### config.mk
export PLATFORM = sky130hd
export DESIGN_NAME = flow_seq
export DESIGN_NICKNAME = d
export VERILOG_FILES = /design/src/rtl/flow_seq.sv
export SDC_FILE = /design/constraint.sdc
export NUM_CORES = 1
export LEC_CHECK = 0
export BUFFER_PORTS_ARGS = -buffer_cell sky130_fd_sc_hd__clkbuf_2
export CAP_MARGIN = 20
export CORE_UTILIZATION = 50
export CTS_CLUSTER_DIAMETER = 60
export CTS_CLUSTER_SIZE = 14
export DETAILED_ROUTE_END_ITERATION = 12
export PLACE_DENSITY = 0.77
export SETUP_SLACK_MARGIN = 0.02
export SYNTH_ARGS = -nofsm -noshare
export SYNTH_HDL_FRONTEND = slang
export SYNTH_SLANG_ARGS = --single-unit
### constraint.sdc
create_clock -name clk -period 2.9 [get_ports clk]
set_clock_uncertainty 0.1 [all_clocks]
set_input_delay 0.145 -clock clk [delete_from_list [all_inputs] [get_ports clk]]
set_output_delay 0.145 -clock clk [all_outputs]
set_load 0.05 [all_outputs]
### src/rtl/flow_seq.sv
module flow_seq (
  input  logic        clk,
  input  logic        rst_n,
  input  logic        start,
  input  logic [2:0]  kind,
  input  logic [15:0] opcode,
  input  logic        flag_n,
  input  logic        flag_z,
  input  logic        flag_v,
  input  logic        flag_c,
  input  logic [31:0] pc_in,
  input  logic [31:0] sp_in,
  input  logic [31:0] areg_in,
  input  logic [31:0] dreg_in,
  output logic        mem_req,
  output logic        mem_we,
  output logic        mem_long,
  output logic [31:0] mem_addr,
  output logic [31:0] mem_wdata,
  input  logic        mem_ack,
  input  logic [31:0] mem_rdata,
  output logic        busy,
  output logic        done,
  output logic [31:0] pc_out,
  output logic [31:0] sp_out,
  output logic [31:0] areg_out,
  output logic [31:0] dreg_out,
  output logic [4:0]  cycles
);

  typedef enum logic [2:0] {S_IDLE, S_EXT, S_PUSH, S_POP, S_DONE} st_t;
  localparam logic [2:0] K_BCC = 3'd0, K_BRA = 3'd1, K_BSR = 3'd2,
                         K_LOOP = 3'd3, K_RET = 3'd4, K_LINK = 3'd5;

  st_t         st;
  logic [2:0]  r_kind;
  logic [31:0] r_pc, r_sp, r_a, r_d, r_wd;
  logic [4:0]  r_cyc;

  function automatic logic cond_hold(input logic [3:0] cc,
                                     input logic n, z, v, c);
    case (cc)
      4'd0:  return 1'b1;
      4'd1:  return 1'b0;
      4'd2:  return !c && !z;
      4'd3:  return c || z;
      4'd4:  return !c;
      4'd5:  return c;
      4'd6:  return !z;
      4'd7:  return z;
      4'd8:  return !v;
      4'd9:  return v;
      4'd10: return !n;
      4'd11: return n;
      4'd12: return n == v;
      4'd13: return n != v;
      4'd14: return (n == v) && !z;
      default: return z || (n != v);
    endcase
  endfunction

  logic        cc_ok, taken, short_d;
  logic [31:0] sx8, sx16;
  logic [15:0] dec;
  logic        unused_hi;

  assign cc_ok     = cond_hold(opcode[11:8], flag_n, flag_z, flag_v, flag_c);
  assign taken     = (kind == K_BRA) || cc_ok;
  assign short_d   = |opcode[7:0];
  assign sx8       = {{24{opcode[7]}}, opcode[7:0]};
  assign sx16      = {{16{mem_rdata[15]}}, mem_rdata[15:0]};
  assign dec       = dreg_in[15:0] - 16'd1;
  assign unused_hi = &{1'b0, opcode[15:12], mem_rdata[31:16]};

  always_ff @(posedge clk or negedge rst_n) begin
    if (!rst_n) begin
      st <= S_IDLE; r_kind <= '0; r_pc <= '0; r_sp <= '0;
      r_a <= '0; r_d <= '0; r_wd <= '0; r_cyc <= '0;
    end else begin
      case (st)
        S_IDLE: if (start) begin
          r_kind <= kind; r_pc <= pc_in; r_sp <= sp_in;
          r_a <= areg_in; r_d <= dreg_in;
          case (kind)
            K_BCC, K_BRA:
              if (short_d) begin
                r_pc  <= taken ? pc_in + sx8 : pc_in;
                r_cyc <= taken ? 5'd10 : 5'd8;
                st    <= S_DONE;
              end else if (taken) begin
                r_cyc <= 5'd10; st <= S_EXT;
              end else begin
                r_pc <= pc_in + 32'd2; r_cyc <= 5'd12; st <= S_DONE;
              end
            K_BSR: begin
              r_cyc <= 5'd18;
              r_sp  <= sp_in - 32'd4;
              if (short_d) begin
                r_wd <= pc_in; r_pc <= pc_in + sx8; st <= S_PUSH;
              end else st <= S_EXT;
            end
            K_LOOP:
              if (cc_ok) begin
                r_pc <= pc_in + 32'd2; r_cyc <= 5'd12; st <= S_DONE;
              end else begin
                r_d <= {dreg_in[31:16], dec};
                if (dec == 16'hFFFF) begin
                  r_pc <= pc_in + 32'd2; r_cyc <= 5'd14; st <= S_DONE;
                end else begin
                  r_cyc <= 5'd10; st <= S_EXT;
                end
              end
            K_RET: begin
              r_cyc <= 5'd16; st <= S_POP;
            end
            K_LINK: begin
              r_cyc <= 5'd16; r_sp <= sp_in - 32'd4; st <= S_EXT;
            end
            default: begin
              r_cyc <= 5'd4; st <= S_DONE;
            end
          endcase
        end
        S_EXT: if (mem_ack) begin
          case (r_kind)
            K_BSR: begin
              r_wd <= r_pc + 32'd2; r_pc <= r_pc + sx16; st <= S_PUSH;
            end
            K_LINK: begin
              r_wd <= r_a; r_a <= r_sp + sx16;
              r_pc <= r_pc + 32'd2; st <= S_PUSH;
            end
            default: begin
              r_pc <= r_pc + sx16; st <= S_DONE;
            end
          endcase
        end
        S_PUSH: if (mem_ack) st <= S_DONE;
        S_POP: if (mem_ack) begin
          r_pc <= mem_rdata; r_sp <= r_sp + 32'd4; st <= S_DONE;
        end
        default: st <= S_IDLE;
      endcase
    end
  end

  assign mem_req   = (st == S_EXT) || (st == S_PUSH) || (st == S_POP);
  assign mem_we    = (st == S_PUSH);
  assign mem_long  = (st == S_PUSH) || (st == S_POP);
  assign mem_addr  = (st == S_EXT) ? r_pc : r_sp;
  assign mem_wdata = r_wd;
  assign busy      = (st != S_IDLE);
  assign done      = (st == S_DONE);
  assign pc_out    = r_pc;
  assign sp_out    = r_sp;
  assign areg_out  = r_a;
  assign dreg_out  = r_d;
  assign cycles    = r_cyc;


  req_hold_chk: assert property (@(posedge clk) disable iff (!rst_n)
    (mem_req && !mem_ack) |=> (mem_req && $stable(mem_addr) && $stable(mem_we)));


  done_pulse_chk: assert property (@(posedge clk) disable iff (!rst_n)
    done |=> !done);


  call_sp_chk: assert property (@(posedge clk) disable iff (!rst_n)
    (!busy && start && kind == K_BSR) |=> (sp_out == $past(sp_in) - 32'd4));


  loop_hi_chk: assert property (@(posedge clk) disable iff (!rst_n)
    (!busy && start && kind == K_LOOP) |=> (dreg_out[31:16] == $past(dreg_in[31:16])));


  pop_sp_chk: assert property (@(posedge clk) disable iff (!rst_n)
    (mem_req && !mem_we && mem_long && mem_ack) |=> (done && sp_out == $past(sp_out) + 32'd4));


  cost_legal_chk: assert property (@(posedge clk) disable iff (!rst_n)
    done |-> (cycles inside {5'd4, 5'd8, 5'd10, 5'd12, 5'd14, 5'd16, 5'd18}));


  push_long_chk: assert property (@(posedge clk) disable iff (!rst_n)
    (mem_req && mem_we) |-> mem_long);

endmodule

==> Word-level counts from Yosys, hierarchy flattened <==
Index checks and enable logic that the tools add are counted.
{ "totals": {"input_bits": 187, "word_cells": 130, "regBits": 171} }
{ "op_classes": {"n_eq_ne": 36, "n_reduce_logical": 31, "n_mux": 47, "n_addsub": 8} }
{ "op_table": {"columns": ["operator", "n"], "rows": [
  ["$mux 32", 21],
  ["$pmux 32 s2", 4],
  ["$pmux 32 s3", 2],
  ["$add 32x32->32", 3],
  ["$add 32x2->32 const B", 2],
  ["$mux 3", 12],
  ["$add 32x3->32 const B", 1],
  ["$mux 16", 2],
  ["$sub 32x3->32 const B", 1],
  ["$eq 4x4->1 const B", 7],
  ["$pmux 5 s4", 1],
  ["$eq 16x16->1 const B", 1],
  ["$eq 4x3->1 const B", 4],
  ["$sub 16x1->16 const B", 1],
  ["$eq 3x2->1 const B", 5],
  ["$pmux 1 s15", 1],
  ["$pmux 3 s5", 1],
  ["$eq 3x3->1 const B", 4],
  ["$reduce_or 2->1", 5],
  ["$pmux 3 s3", 1],
  ["$eq 4x2->1 const B", 2],
  ["$ne 2x2->1 const B", 4],
  ["$reduce_and 4->1", 2],
  ["$reduce_or 8->1", 1],
  ["other kinds (17)", 34]
]} }

==> Longest topological paths before layout <==
Gate-level depths: netlist of run 1.
{ "logic_depth": {"word_depth": 9, "ltp_mapped": 14, "depth_no_buf": 13} }

==> Worst setup path after synthesis of run 1 <==
Ideal clock, no wire load.
{ "synth_timing": {"kind": "input port to flip-flop", "startpoint": "in dreg_in[4]", "endpoint": "reg r_pc[22], in the netlist pc_out[22]", "n_path_buf": 2, "t_arrival_ps": 3158, "required_time_ps": 2674, "path_stages": 11, "setup_slack_ps": -484, "path_cell_list": "or3_1 -> buf_2 -> or4b_4 -> a211o_1 -> a221o_1 -> or4_4 -> and2_4 -> buf_6 -> o31ai_2 -> a21oi_1 -> o32a_1"} }
{ "synth_via": {"elab_chain_cells": 7} }
{ "synth_lines": {"columns": ["element", "line_no", "source"], "rows": [
  ["start: declaration", "14", "input logic [31:0] dreg_in,"],
  ["$sub 16x1->16", "72", "assign dec = dreg_in[15:0] - 16'd1;"],
  ["$eq 16x16->1", "107", "if (dec == 16'hFFFF) begin"],
  ["$mux 32", "107", null],
  ["$mux 32", "103", "if (cc_ok) begin"],
  ["$pmux 32 s3", "84", "case (kind)"],
  ["$mux 32", "81", "S_IDLE: if (start) begin"],
  ["$pmux 32 s3", "80", "case (st)"],
  ["end signal: assignment", "82", "r_kind <= kind; r_pc <= pc_in; r_sp <= sp_in;"],
  ["end signal: assignment", "87", "r_pc <= taken ? pc_in + sx8 : pc_in;"],
  ["end: declaration", "37", "logic [31:0] r_pc, r_sp, r_a, r_d, r_wd;"]
]} }
No other way between the ends. The select of a mux whose other input is x is not followed.
A chain may end at the register's enable or synchronous reset.

==> Worst setup path in the final report of run 1 <==
{ "layout_timing": {"startpoint": "reg r_pc[15], in the netlist pc_out[15]", "endpoint": "reg r_pc[30], in the netlist pc_out[30]"} }
{ "layout_via": {"elab_chain_cells": 4, "elab_cells_between_ends": 5, "classes_between": "add/sub (2); mux (3)"} }
{ "layout_lines": {"columns": ["element", "line_no", "source"], "rows": [
  ["$add 32x32->32 / $add 32x2->32 (equally long branches)", "127, 134, 131", null],
  ["$mux 32 *", null, null],
  ["$mux 32 *", "124", "S_EXT: if (mem_ack) begin"],
  ["$pmux 32 s3 *", "80", null]
]} }
Every way passes the cells marked *; elsewhere a longest branch is shown, timed or not. The select of a mux whose other input is x is not followed.

==> results of run 1 <==
## routing by layer
layer / vias up / GRT usage (%)
li1: 10700 / -
met1: 11300 / 54.2
met2: 1659 / 73.7
met3: 455 / 9.38
met4: 6 / 31.2
met5: - / 0
## through the flow
stage	instances	hold slack (ps)	power, mW	util, %	setup slack [ps]
finish	3747	-22.7	28.4	73.9	-147
CTS	3733	2.44	26.8	71.9	-46.8
global placement	3615	33.3	23.3	66.6	-521
global route	3747	11.9	29.7	73.9	-274
floorplan	2530	-251	16.9	-	-373
detailed placement	3615	38.4	23.6	66.6	-558
## power by group
group / switching, mW / internal, mW
registers: 1.18 / 3.56
logic: 14.1 / 7.14
clock network: 1.21 / 1.25
## worst min-delay path, delay by kind of cell
kind            cells  cell delay (ps)
compound gates      2              200
buf+inv             2              170
## logic make-up (layout without fill, tap and decap cells)
kind of cell	count (synthesis)	in the layout	share of synthesized area [%]
AO/OA/AOI/OAI	883	883	30.4
XOR/XNOR	167	167	8.20
adder cells (fa/ha/maj)	101	101	7.21
buffers and inverters	210	971	4.56
flip-flops	170	170	23.8
multiplexers	18	18	1.02
other	1	1	0.0210
AND/OR/NAND/NOR	980	981	24.8
## worst max-delay path by stage
stage	from	end	slack, ps	cells past startpoint
2_1_floorplan	dreg_in[5]	pc_out[22]	-370	11
3_5_place_dp	dreg_in[5]	pc_out[21]	-560	13
3_3_place_gp	dreg_in[5]	pc_out[11]	-520	11
6_report	pc_out[15]	pc_out[30]	-150	11
5_1_grt	pc_out[15]	pc_out[30]	-270	11
4_1_cts	pc_out[0]	pc_out[16]	-50	14
## layout by cell type, fill, tap and decap left out, types with 52 or more instances in the layout
| cell | instances |
|---|---|
| dfrtp_1 | 150 |
| a21oi_1 | 248 |
| xor2_1 | 70 |
| nand2_1 | 410 |
| ha_1 | 78 |
| clkbuf_2 | 377 |
| buf_4 | 406 |
| nand3_1 | 77 |
| nor2_1 | 217 |
| a21o_1 | 52 |
| o21ai_0 | 193 |
| dlygate4sd3_1 | 69 |
| xnor2_1 | 92 |
## state kept, by name, indices dropped and copies added (netlist names)
signal / cells
areg_out: 32
cycles: 4
dreg_out: 32
mem_wdata: 32
pc_out: 32
r_kind: 3
sp_out: 32
st: 3
## cell type report
class,instances,area share [%]
clock buffer,19,1.72
clock inverter,13,0.564
inverter,48,0.701
multi-input combinational,2151,54.0
sequential,170,16.6
tap,455,2.21
timing repair buffer,891,24.2
## timing repair
item | in CTS | in global routing
hold buffers | 69 | 0
gates cloned | 1 | 0
resized for setup | 77 | 141
hold endpoints to repair | 180 | 0
pin swaps | 64 | 76
buffers inserted | 19 | 21
endpoints found under the setup margin | 35 | 63
==> reports/summary.txt, run 1 <==
Dpl hpwl -> 62.3 mm
Synthesized net count -> 2818
Core Rows -> 68
# port buffers -> 383
FFs w/ async S/R, synth -> 100%
Length of routed met3 wiring -> 8.78 mm
Top-area cell type share of the netlist area -> 23.8%
Worst setup margin -> -147 ps
Status -> finished with violations
Clk sinks -> 170
Die W -> 191 µm
Sequential fraction of the synthesis area -> 23.8%
Syn Std Cell Area -> 17800 µm²
Synthesis Warnings -> 0
Mean Syn Cell Area -> 7.05 µm²
Top sig layer -> met5
CP Buf/Inv Count -> 0
Setup_tns -> -899 ps
Post-synth EDFFs -> 0
Max Freq -> 328 MHz
Total GRT Usage -> 45.5%
Final #Nets -> 3567
Post-synthesis cell type count -> 85
Drt pass-1 iters -> 8
Crit-path leading delay family -> compound AO/OA/AOI/OAI gates
Count leader, synth -> nand2_1
CTS tree -> yes
Register area -> 4280 µm²
Worst R2R Start -> pc_out[15]
Worst Hold Path EP -> dreg_out[5]
Filler cell count in the final layout -> 2644
Initial DRC Count -> 2630
Reg2Reg Depth -> 11
Antenna viol nets, final -> 0
Gr ovfl total -> 0
Top Ports -> 389
Final Hold Viols -> 1
CP Launch Type -> flop
Critical Path Most Common Cell -> a21o_1
WL final -> 86.3 mm
Top post-synthesis cells by count -> nand2_1 (417), a21oi_1 (272), nor2_1 (230)
DP Area -> 23200 µm²
Fin. max-slew vios -> 0
Total number of vias -> 24000
Fin crit period -> 3050 ps
Final Instance Area -> 25700 µm²
Wire per inst -> 23.0 µm
Latest clock arrival within the worst-skew pair -> 470 ps
Worst setup EP type -> flop
Initial cell density of the core -> 51.3%
Vias in the first global route -> 23200
Area of the die -> 36400 µm²
Final Setup Violations -> 13
Type of the worst min-delay path -> input port to flop
Crit path largest cell delay -> 480 ps
Area grow syn2layout -> 44.1%
Footprint of the multi-input gates -> 13900 µm²
Layout cells sized above 1 -> 32.2%
Worst EP required -> 3140 ps
Hold wc startpoint -> dreg_in[5]
RR Endpoint -> pc_out[30]
Routed met2 length -> 38.8 mm
Max_cap viols -> 0
Period Utilization, post-route -> 105%
Root Buffer -> clkbuf_16
Pwr dens -> 1110 nW/µm²
Post-synth top area cell -> dfrtp_1
CP Class -> flop to flop
Worst-path cell chain -> ha_1, a21o_1, a21o_1, a2111oi_1, o21ai_1, and2_1, a31oi_4, a311oi_2, a31oi_1, xor2_1, o2bb2ai_1
Antenna Cells -> 0
First-pass GRT wire length -> 128 mm
Antenna violations before repair -> 3
Crit path max fanout -> 2
Pin count of the biggest net entering global routing -> 89
Core area -> 34800 µm²
Drt via density -> 6.42
Rel. slew slack -> 58.1%
Total CTS buffers -> 17
Top post-synthesis cells by area -> dfrtp_1 (24%), nand2_1 (8.8%), a21oi_1 (7.6%), ha_1 (6.9%), o21ai_0 (6.4%)
GPL Wtd Cong -> 1.04
Clock Path Buffers -> 2
Violated checks -> hold timing, setup timing
Synth Instances -> 2530
CTS clk-pin slew, worst paths -> 80 ps
Critical path arrival -> 3290 ps
Slowest stage cell on the critical path -> a2111oi_1
Hold slack final -> -22.7 ps
Metal-1 WL -> 32.1 mm
Hold path cells -> 4
Most used DFF post-synth -> dfrtp_1
Die Y -> 191 µm
Static leakage -> 11.9 nW
FF+latch count, synth -> 170
R2R Setup Slk -> -150 ps
RSZ-0062 raised after global routing -> true
CTS H-tree depth -> 4
Slew @ Worst Pin -> 624 ps
Worst vdd ir -> 1.09 mV
Drc violations -> 0
No activity file was read; power rests on OpenSTA's default activity.
==> run 2, diff against run 1 <==
- CORE_ASPECT_RATIO: not set -> 1.25
- CORE_UTILIZATION: 50 -> 51
- PLACE_DENSITY: 0.77 -> 0.79
==> run 2 against run 1 <==
The run ends with setup timing left. Critical path depth rose by 2. Setup slack improved by 43 ps. Hold slack improved by 39 ps.
==> reports/summary.txt, run 2 (same netlist as run 1, synthesis figures left out) <==
Hold wc startpoint -> dreg_in[8] (was dreg_in[5])
Final #Nets -> 3536 (was 3567)
Clk sinks -> 170 (unchanged)
Period Utilization, post-route -> 104% (was 105%)
DP Area -> 23000 µm² (was 23200 µm²)
Total number of vias -> 23700 (was 24000)
Total GRT Usage -> 43.0% (was 45.5%)
Final Instance Area -> 25600 µm² (was 25700 µm²)
# port buffers -> 383 (unchanged)
Fin crit period -> 3000 ps (was 3050 ps)
Sequential share of power -> 16.8% (was 16.7%)
Latest clock arrival within the worst-skew pair -> 470 ps (about the same)
WL final -> 81.2 mm (was 86.3 mm)
RSZ-0062 raised after global routing -> true (unchanged)
Rel. slew slack -> 41.9% (was 58.1%)
Initial cell density of the core -> 51.8% (was 51.3%)
Max Freq -> 333 MHz (was 328 MHz)
Drc violations -> 0 (unchanged)
R2R Setup Slk -> -100 ps (was -150 ps)
CTS tree -> yes (unchanged)
Max_cap viols -> 0 (unchanged)
Worst R2R Start -> pc_out[1] (was pc_out[15])
Reg2Reg Depth -> 13 (was 11)
Status -> finished with violations (unchanged)
Final core occ -> 74.3% (was 73.9%)
CP Class -> flop to flop (unchanged)
Pwr dens -> 1100 nW/µm² (was 1110 nW/µm²)
Static leakage -> 11.7 nW (was 11.9 nW)
GPL Wtd Cong -> 1.05 (was 1.04)
Fin. max-slew vios -> 0 (unchanged)
Psw -> 16.4 mW (was 16.5 mW)
Filler cell count in the final layout -> 2640 (was 2644)
Vias in the first global route -> 21700 (was 23200)
CTS H-tree depth -> 4 (unchanged)
Antenna violations before repair -> 0 (was 3)
Layout cells sized above 1 -> 31.6% (was 32.2%)
Cell Int Power -> 11.7 mW (was 11.9 mW)
Root Buffer -> clkbuf_16 (unchanged)
Commonest non-fill, non-tap cell in the layout -> nand2_1 (unchanged)
Core Rows -> 76 (was 68)
Type of the worst min-delay path -> input port to flop (unchanged)
Dpl hpwl -> 59.1 mm (was 62.3 mm)
Wire per inst -> 21.8 µm (was 23.0 µm)
First-pass GRT wire length -> 119 mm (was 128 mm)
Area grow syn2layout -> 43.2% (was 44.1%)
Critical path arrival -> 3250 ps (was 3290 ps)
Final Non-Filler Cells -> 3729 (was 3747)
Worst Hold Path EP -> dreg_out[8] (was dreg_out[5])
Total CTS buffers -> 17 (unchanged)
Pre-CTS WS -> -640 ps (was -558 ps)
Inst Count DP -> 3602 (was 3615)
Pin count of the biggest net entering global routing -> 92 (was 89)
RR Endpoint -> pc_out[19] (was pc_out[30])
Clock share of power -> 8.6% (was 8.7%)
Die Y -> 211 µm (was 191 µm)
Drt via density -> 6.34 (was 6.42)
Hold path cells -> 4 (unchanged)
Worst setup margin -> -104 ps (was -147 ps)
Power Total -> 28.1 mW (was 28.4 mW)
Antenna viol nets, final -> 0 (unchanged)
Core area -> 34400 µm² (was 34800 µm²)
Slew @ Worst Pin -> 871 ps (was 624 ps)
Worst setup EP type -> flop (unchanged)
Gr ovfl total -> 0 (unchanged)
Initial DRC Count -> 2664 (was 2630)
Die W -> 169 µm (was 191 µm)
Crit path max fanout -> 4 (was 2)
Combinational power share -> 74.5% (was 74.7%)
Clock Path Buffers -> 2 (unchanged)
Top Ports -> 389 (unchanged)
CTS clk-pin slew, worst paths -> 80 ps (about the same)
Violated checks -> setup timing (was hold timing, setup timing)
CP Launch Type -> flop (unchanged)
Antenna Cells -> 0 (unchanged)
Worst EP required -> 3150 ps (was 3140 ps)
Sw Share -> 58.3% (was 58.0%)
Final Hold Viols -> 0 (was 1)
Final Setup Violations -> 14 (was 13)
Drt pass-1 iters -> 9 (was 8)
Worst vdd ir -> 0.968 mV (was 1.09 mV)
Area of the die -> 35700 µm² (was 36400 µm²)
Most frequent cells in the layout -> nand2_1 (410), buf_4 (381), clkbuf_2 (377), a21oi_1 (248), nor2_1 (221) (was nand2_1 (410), buf_4 (406), clkbuf_2 (377), a21oi_1 (248), nor2_1 (217))
-- run 2: changes by cell type in the layout (fill, tap and decap cells not counted), sizes merged --
cell | before | now
clkinv | 1 | 6
buf | 445 | 413
clkinvlp | 2 | 1
inv | 57 | 56
bufinv | 1 | 0
dlygate4sd3 | 69 | 70
clkbuf | 396 | 394
-- run 2: power groups by stage --
stage	clock [mW]	combinational (mW)	sequential [mW]
3_3_place_gp	0	18.4	4.58
3_5_place_dp	0	18.7	4.61
5_1_grt	2.50	22.0	4.81
4_1_cts	2.41	19.3	4.61
2_1_floorplan	0	8.52	8.43
6_report	2.42	20.9	4.73
-- run 2: cell type report --
type / instances / area, µm² / area share, %
inverter: 48 / 180 / 0.705
clock inverter: 15 / 173 / 0.676
multi-input combinational: 2151 / 14000 / 54.7
sequential: 170 / 4280 / 16.7
tap: 468 / 586 / 2.29
timing repair buffer: 860 / 5930 / 23.2
clock buffer: 17 / 425 / 1.66
-- run 2: per-stage QoR --
stage	hold WS (ps)	setup TNS, ps
6_report	16.3	-691
5_1_grt	27.9	-2660
4_1_cts	2.06	-91.0
3_5_place_dp	178	-18770
3_3_place_gp	177	-15320
2_1_floorplan	-251	-6640
-- run 2: worst max-delay path by stage --
stage                     from      endpoint  slack, ps
floorplan           dreg_in[5]    pc_out[22]       -370
global placement    dreg_in[5]    pc_out[24]       -580
detailed placement  dreg_in[5]    pc_out[11]       -640
CTS                 dreg_in[5]    pc_out[11]        -30
global route         sp_out[1]  areg_out[31]       -260
finish               pc_out[1]    pc_out[19]       -100
-- run 2: repair_timing --
item | 4_1_cts | 5_1_grt
hold buffers | 70 | 0
buffers inserted | 10 | 15
setup endpoints to repair | 42 | 61
gates resized for setup | 67 | 156
cloned | 1 | 0
pin swaps | 37 | 99
hold endpoints to repair | 158 | 0
-- run 2: per-layer routing --
metal	vias up	global-route usage, %	share of wire, %
met5	-	0	0
met4	0	21.6	5.8
met3	373	7.83	11
met2	1752	69.2	45
met1	10900	55.2	38
li1	10600	-	-
-- run 2: worst max-delay path: stages, from the launching register on --
cell and delay, ps:
dfrtp_2 480, ha_4 270, a211oi_2 210, nor2_1 80
o31ai_1 260, buf_4 190, buf_6 100, o21ai_4 70
a211oi_2 230, o21ai_1 100, xnor2_1 160, a211o_1 290
a32oi_2 240, o21ai_1 100
